[src/rtl/ovr_pkg.sv]
package ovr_pkg;
  localparam int unsigned RINGS_DEF = 16;

  typedef enum logic {
    SEL_ERR  = 1'b0,
    SEL_MASK = 1'b1
  } reg_sel_e;
endpackage

[src/rtl/ovr_ring_track.sv]
// One ring: outstanding-request flag and overrun detection.
module ovr_ring_track (
  input  logic clk,
  input  logic rst_n,
  input  logic expire_i,
  input  logic serviced_i,
  output logic pending_o,
  output logic overrun_o
);
  logic pend_q;
  logic pend_d;
  logic pend_en;

  always_comb begin
    // A same-cycle service retires the old request; the expiry opens a new one.
    overrun_o = expire_i & pend_q & ~serviced_i;
    pend_en   = expire_i | serviced_i;
    pend_d    = expire_i;
  end

  always_ff @(posedge clk or negedge rst_n) begin
    if (!rst_n)       pend_q <= 1'b0;
    else if (pend_en) pend_q <= pend_d;
  end

  assign pending_o = pend_q;
endmodule

[src/rtl/ovr_err_bank.sv]
// Sticky error vector, interrupt enable mask and read port.
module ovr_err_bank
  import ovr_pkg::*;
#(
  parameter int unsigned NR = RINGS_DEF
) (
  input  logic          clk,
  input  logic          rst_n,
  input  logic [NR-1:0] overrun_i,
  input  logic          wr_en_i,
  input  reg_sel_e      wr_sel_i,
  input  logic [NR-1:0] wr_data_i,
  input  logic          rd_en_i,
  input  reg_sel_e      rd_sel_i,
  output logic [NR-1:0] err_o,
  output logic [NR-1:0] mask_o,
  output logic [NR-1:0] rd_data_o
);
  logic [NR-1:0] err_q,  err_d;
  logic [NR-1:0] mask_q, mask_d;
  logic [NR-1:0] rd_q,   rd_d;
  logic [NR-1:0] clr_vec;
  logic          err_en, mask_en;

  always_comb begin
    clr_vec = (wr_en_i && wr_sel_i == SEL_ERR) ? wr_data_i : '0;
    err_en  = (|clr_vec) | (|overrun_i);
    // Set wins over a clear of the same bit.
    err_d   = (err_q & ~clr_vec) | overrun_i;
    mask_en = wr_en_i && wr_sel_i == SEL_MASK;
    mask_d  = wr_data_i;
    rd_d    = (rd_sel_i == SEL_MASK) ? mask_q : err_q;
  end

  always_ff @(posedge clk or negedge rst_n) begin
    if (!rst_n)      err_q <= '0;
    else if (err_en) err_q <= err_d;
  end

  always_ff @(posedge clk or negedge rst_n) begin
    if (!rst_n)       mask_q <= '0;
    else if (mask_en) mask_q <= mask_d;
  end

  always_ff @(posedge clk or negedge rst_n) begin
    if (!rst_n)       rd_q <= '0;
    else if (rd_en_i) rd_q <= rd_d;
  end

  assign err_o     = err_q;
  assign mask_o    = mask_q;
  assign rd_data_o = rd_q;
endmodule

[src/rtl/ovr_irq_gen.sv]
// Registered interrupt from the masked error vector.
module ovr_irq_gen #(
  parameter int unsigned NR = 16
) (
  input  logic          clk,
  input  logic          rst_n,
  input  logic [NR-1:0] err_i,
  input  logic [NR-1:0] mask_i,
  output logic          irq_o
);
  logic irq_q, irq_d;

  always_comb irq_d = |(err_i & mask_i);

  always_ff @(posedge clk or negedge rst_n) begin
    if (!rst_n) irq_q <= 1'b0;
    else        irq_q <= irq_d;
  end

  assign irq_o = irq_q;
endmodule

[src/rtl/ring_overrun_mon.sv]
module ring_overrun_mon
  import ovr_pkg::*;
#(
  parameter int unsigned NR = RINGS_DEF
) (
  input  logic          clk,
  input  logic          rst_n,
  input  logic [NR-1:0] expire_i,
  input  logic [NR-1:0] serviced_i,
  input  logic          wr_en_i,
  input  logic          wr_sel_i,
  input  logic [NR-1:0] wr_data_i,
  input  logic          rd_en_i,
  input  logic          rd_sel_i,
  output logic [NR-1:0] rd_data_o,
  output logic [NR-1:0] pending_o,
  output logic [NR-1:0] err_o,
  output logic          irq_o
);
  logic [NR-1:0] overrun;
  logic [NR-1:0] mask_q;

  for (genvar g = 0; g < NR; g++) begin : g_ring
    ovr_ring_track u_trk (
      .clk        (clk),
      .rst_n      (rst_n),
      .expire_i   (expire_i[g]),
      .serviced_i (serviced_i[g]),
      .pending_o  (pending_o[g]),
      .overrun_o  (overrun[g])
    );
  end

  ovr_err_bank #(.NR(NR)) u_bank (
    .clk       (clk),
    .rst_n     (rst_n),
    .overrun_i (overrun),
    .wr_en_i   (wr_en_i),
    .wr_sel_i  (reg_sel_e'(wr_sel_i)),
    .wr_data_i (wr_data_i),
    .rd_en_i   (rd_en_i),
    .rd_sel_i  (reg_sel_e'(rd_sel_i)),
    .err_o     (err_o),
    .mask_o    (mask_q),
    .rd_data_o (rd_data_o)
  );

  ovr_irq_gen #(.NR(NR)) u_irq (
    .clk    (clk),
    .rst_n  (rst_n),
    .err_i  (err_o),
    .mask_i (mask_q),
    .irq_o  (irq_o)
  );
endmodule

[config.mk]
export PLATFORM = sky130hd
export DESIGN_NAME = ring_overrun_mon
export DESIGN_NICKNAME = d
export VERILOG_FILES = /design/src/rtl/ovr_pkg.sv /design/src/rtl/ovr_ring_track.sv /design/src/rtl/ovr_err_bank.sv /design/src/rtl/ovr_irq_gen.sv /design/src/rtl/ring_overrun_mon.sv
export SDC_FILE = /design/constraint.sdc
export NUM_CORES = 1
export LEC_CHECK = 0
export ABC_CLOCK_PERIOD_IN_PS = 1100
export BUFFER_PORTS_ARGS = -buffer_cell sky130_fd_sc_hd__buf_2
export CAP_MARGIN = 10
export CORE_MARGIN = 1
export CORE_UTILIZATION = 49
export CTS_CLUSTER_SIZE = 40
export DETAILED_ROUTE_END_ITERATION = 7
export PLACE_DENSITY = 0.79
export SETUP_SLACK_MARGIN = 0.4
export SYNTH_ARGS = -nofsm -noshare
export SYNTH_HDL_FRONTEND = slang
export SYNTH_HIERARCHICAL = 1
export SYNTH_SLANG_ARGS = --single-unit
[constraint.sdc]
create_clock -name clk -period 1.1 [get_ports clk]
set_input_delay 0.22 -clock clk [delete_from_list [all_inputs] [get_ports clk]]
set_output_delay 0.22 -clock clk [all_outputs]
set_load 0.01 [all_outputs]
Word level (Yosys, flattened, before mapping)
Index checks and enable logic that the tools add are counted.
{ "classes": {"n_bitwise": 70, "muxes": 2, "reduce_logical": 5} }
{ "op_table": {"columns": ["op", "n"], "rows": [
  ["OR reduction 16 bit", 3],
  ["AND 1 bit", 32],
  ["AND 16 bit", 2],
  ["2-to-1 mux 16 bit", 2],
  ["inverter 1 bit", 17],
  ["OR 1 bit", 17],
  ["inverter 16 bit", 1],
  ["OR 16 bit", 1],
  ["logical AND 1 bit", 2]
]} }
{ "totals": {"in_bits": 54, "output_inout_bits": 49, "reg_bits": 65} }

Depth between registers and ports, before layout
{ "depth": {"word_depth": 6, "ltp_mapped": 4, "mapped_depth_nobuf": 3} }

By module
Netlist, hierarchy kept.
{ "modules_own_cells": {"columns": ["mod", "n_inst", "seq_area_each_um2", "area_each_um2", "cells_per_inst"], "rows": [
  ["ovr_err_bank", 1, 1201.2, 2030.7, 154],
  ["ovr_ring_track", 16, 25.0, 42.5, 4],
  ["ovr_irq_gen", 1, 25.0, 126.4, 10]
]} }

Least setup slack after synthesis
OpenSTA, ideal clock, no wires.
{ "synth_timing": {"path_kind": "input port to flip-flop", "startpoint": "in wr_en_i", "endpoint": "reg u_bank.mask_q[10] (netlist: u_bank/mask_o[10])", "t_required_ns": 0.975, "path_buffers": 2, "stages": 4, "slack_ns": 0.048, "t_arrival_ns": 0.927, "path_cell_list": "buf_4 -> nand2_4 -> buf_6 -> mux2_4"} }
{ "synth_via": {"elab_chain_cells": 1} }
{ "synth_rtl": {"columns": ["element", "line", "rtl"], "rows": [
  ["from (decl)", "ring_overrun_mon.sv:10", "input logic wr_en_i,"],
  ["logical AND 1 bit", "ovr_err_bank.sv:30", "mask_en = wr_en_i && wr_sel_i == SEL_MASK;"],
  ["to (signal assigned)", "ovr_err_bank.sv:42", "else if (mask_en) mask_q <= mask_d;"],
  ["to (decl)", "ovr_err_bank.sv:20", "logic [NR-1:0] mask_q, mask_d;"]
]} }
No other way between the ends.
A chain may end at the register's enable or synchronous reset.

Final worst setup path
{ "layout_timing": {"startpoint": "reg u_bank.err_q[3] (netlist: u_bank/err_o[3])", "endpoint": "reg u_irq.irq_q (netlist: u_irq/irq_o)"} }
{ "layout_via": {"elab_chain_cells": 2} }
{ "layout_rtl": {"columns": ["element", "line", "rtl"], "rows": [
  ["from (decl)", "ovr_err_bank.sv:19", "logic [NR-1:0] err_q, err_d;"],
  ["from (signal assigned)", "ovr_err_bank.sv:37", "else if (err_en) err_q <= err_d;"],
  ["AND 16 bit", "ovr_irq_gen.sv:13", "always_comb irq_d = |(err_i & mask_i);"],
  ["OR reduction 16 bit", "ovr_irq_gen.sv:13", null],
  ["via u_irq.irq_d", "ovr_irq_gen.sv:11", "logic irq_q, irq_d;"],
  ["to (signal assigned)", "ovr_irq_gen.sv:17", "else irq_q <= irq_d;"],
  ["to (decl)", "ovr_irq_gen.sv:11", null]
]} }
The timed path passes the listed nets, and every way through them passes these cells.

==> run metrics <==
status=finished, violations left; violated checks=hold timing, setup timing; mean routed wirelength per cell=17.6 um; Leakage=2.39 nW; RSZ-0062 raised after global routing=yes; DIE AREA=6100 um^2; post-layout util=83.1%; number of flops mapped to enable cells by yosys=0; CTS Buf Count=9; Die W=78.1 um; crit path DAT=1.43 ns; Pins Over Slew Limit=0; Total GRT Usage=25.5%; cell area after layout=4600 um^2; initial antenna violation count=0; Final period util=111%; endpoints failing setup=21; Placed Area=3550 um^2; fmax=822 MHz; row cnt=27; Residual DRC=0; peak supply drop=1.29 mV; PortBufs=102; number of H-tree levels=3; FF+latch count, synth=65; Worst-path clk slew=0.07 ns; vias per cell=5.30; slew margin rel.=57.3%; share of layout cells above drive strength 1=56.6%; first-pass GRT wire length=11800 um; largest family of logic cells by synthesized area=compound AO/OA/AOI/OAI gates; WS Path Type=flip-flop to flip-flop; DP Wirelength=4520 um; Post-Syn Area per Cell=12.4 um^2; setup ws final=-0.117 ns; I/O pins=103; final WL=8650 um; clock skew=0.00468 ns; post-route ant nets=0; CTS Sinks=65; CP peak stage delay=0.40 ns; synth top area cells=dfrtp_1 57%, a21o_1 8.5%, mux2i_1 5.6%; insertion delay to the later sink of the worst-skew pair=0.34 ns; Mapped Nets=282; Synth Area in XOR/XNOR=0%; Final Power=7.03 mW; Nets=468; Crit. End Element=flip-flop; Initial Util=51.2%; Syn Inst Count=228; setup TNS=-1.02 ns; Initial DRT Pass Iterations=6; PwrDens=1530 nW/um^2; Seq/Total Area, Yosys=57.3%; DP Worst Slack=0.0256 ns; CORE AREA=5540 um^2; Critical Path RT=1.31 ns; Worst setup SP type=flip-flop; dpl cells=409; grt ovf=0; pin count of the biggest net entering global routing=36; MaxCap Viol Count=0; count of final hold-check violations=65; cell chain of the critical path=buf_4 -> a22o_1 -> a221oi_2 -> nand4_1; Netlist cell types=18; Die H=78.1 um; clk root buf=clkbuf_8; number of global-route vias before repair=2495; Worst Path Max Fanout=2; Ys Warns=6; top cell type's share of synthesized area=57.3%; Post-Synth Adder-Cell Area=0%; # hold bufs at CTS=1; compound-cell area share of the yosys netlist=14.6%; mapped cell area=2840 um^2; cell depth of the worst flop-to-flop path=4; synth cell count leaders=65 x dfrtp_1, 32 x a21o_1; Area Overhead vs Synth=62.2%; post-synthesis mux area share=13.3%; worst-margin pin slew=0.640 ns; clock buffer depth=2; ant diodes=0; Synth area leader=dfrtp_1; CTS tree=yes; count leader, synth=dfrtp_1; vias=2602; Filler cells=292; Slowest-stage cell, CP=dfrtp_1; dominant synthesized flop cell=dfrtp_1; Hold Crit Class=input port to async pin; non-filler instance count after layout=491; Synth async-reset ratio=100%; Final Critical Period=1.22 ns; hold slack final=-0.0387 ns; post-synthesis simple-gate area fraction=10.5%; Iter 0 DRT Violations=145; Placer Congestion=0.784
[per-layer routing]
metal | share of wire [%] | global-route usage [%]
met2 | 51 | 42.4
met5 | 0 | 0
met3 | 5.4 | 4.65
met4 | 2.7 | 11.5
met1 | 41 | 32.5
[final timing paths]
kind                                            start                         end  slack, ns
setup reg to reg                      u_bank/err_o[3]                 u_irq/irq_o      -0.12
max in group asynchronous                       rst_n  g_ring[12].u_trk/pending_o       0.94
min in group clk                         expire_i[13]  g_ring[13].u_trk/pending_o       0.07
hold / removal                                  rst_n  g_ring[11].u_trk/pending_o      -0.04
setup / recovery                      u_bank/err_o[3]                 u_irq/irq_o      -0.12
hold reg to reg            g_ring[13].u_trk/pending_o  g_ring[13].u_trk/pending_o       0.50
[what timing repair did]
| item | in CTS | in global routing |
|---|---|---|
| hold endpoints to repair | 65 | 65 |
| gates cloned | 0 | 0 |
| resized for setup | 56 | 35 |
| endpoints found under the setup margin | 98 | 137 |
| setup buffers | 44 | 21 |
| pin swaps | 12 | 16 |
[report_power, final]
part / total (mW) / internal [mW] / switching (mW)
clock network: 1.82 / 0.932 / 0.884
logic: 2.24 / 1.35 / 0.889
registers: 2.97 / 2.71 / 0.256
total: 7.03 / 5.00 / 2.03
[cell families after synthesis]
kind of cell / Yosys count
multiplexers: 32
flip-flops: 65
AND/OR/NAND/NOR: 50
AO/OA/AOI/OAI: 56
buffers and inverters: 25
[area by class of cell]
cell class / instances / area [um^2] / area share [%]
clock buffers: 13 / 159 / 3.45
multi-input cells: 138 / 1210 / 26.3
clock inverters: 3 / 15.0 / 0.326
repair buffers: 184 / 1440 / 31.3
well taps: 72 / 90.1 / 1.96
flip-flops and latches: 65 / 1630 / 35.3
inverters: 16 / 60.1 / 1.30
[critical path: cells and delay by family, from the launching register on]
kind / cells / cell delay, ns
DFF: 1 / 0.40
and+or+nand+nor: 1 / 0.12
AOI/OAI and AO/OA: 2 / 0.43
buffers and inverters: 1 / 0.14
[flip-flops by register name, summed over array words and instances (netlist names)]
| name | flops |
|---|---|
| u_bank/mask_o | 16 |
| u_irq/irq_o | 1 |
| u_bank/err_o | 16 |
| g_ring.u_trk/pending_o | 16 |
| u_bank/rd_data_o | 16 |
[cell usage in the layout, fill, tap and decap left out, drive strengths merged, types with 16 or more instances in the layout]
master    n
inv      16
mux2i    16
and3     16
buf     183
a21o     32
mux2     16
a21oi    16
nand3b   16
dfrtp    65
nor2     16
No activity file was read; power rests on OpenSTA's default activity.
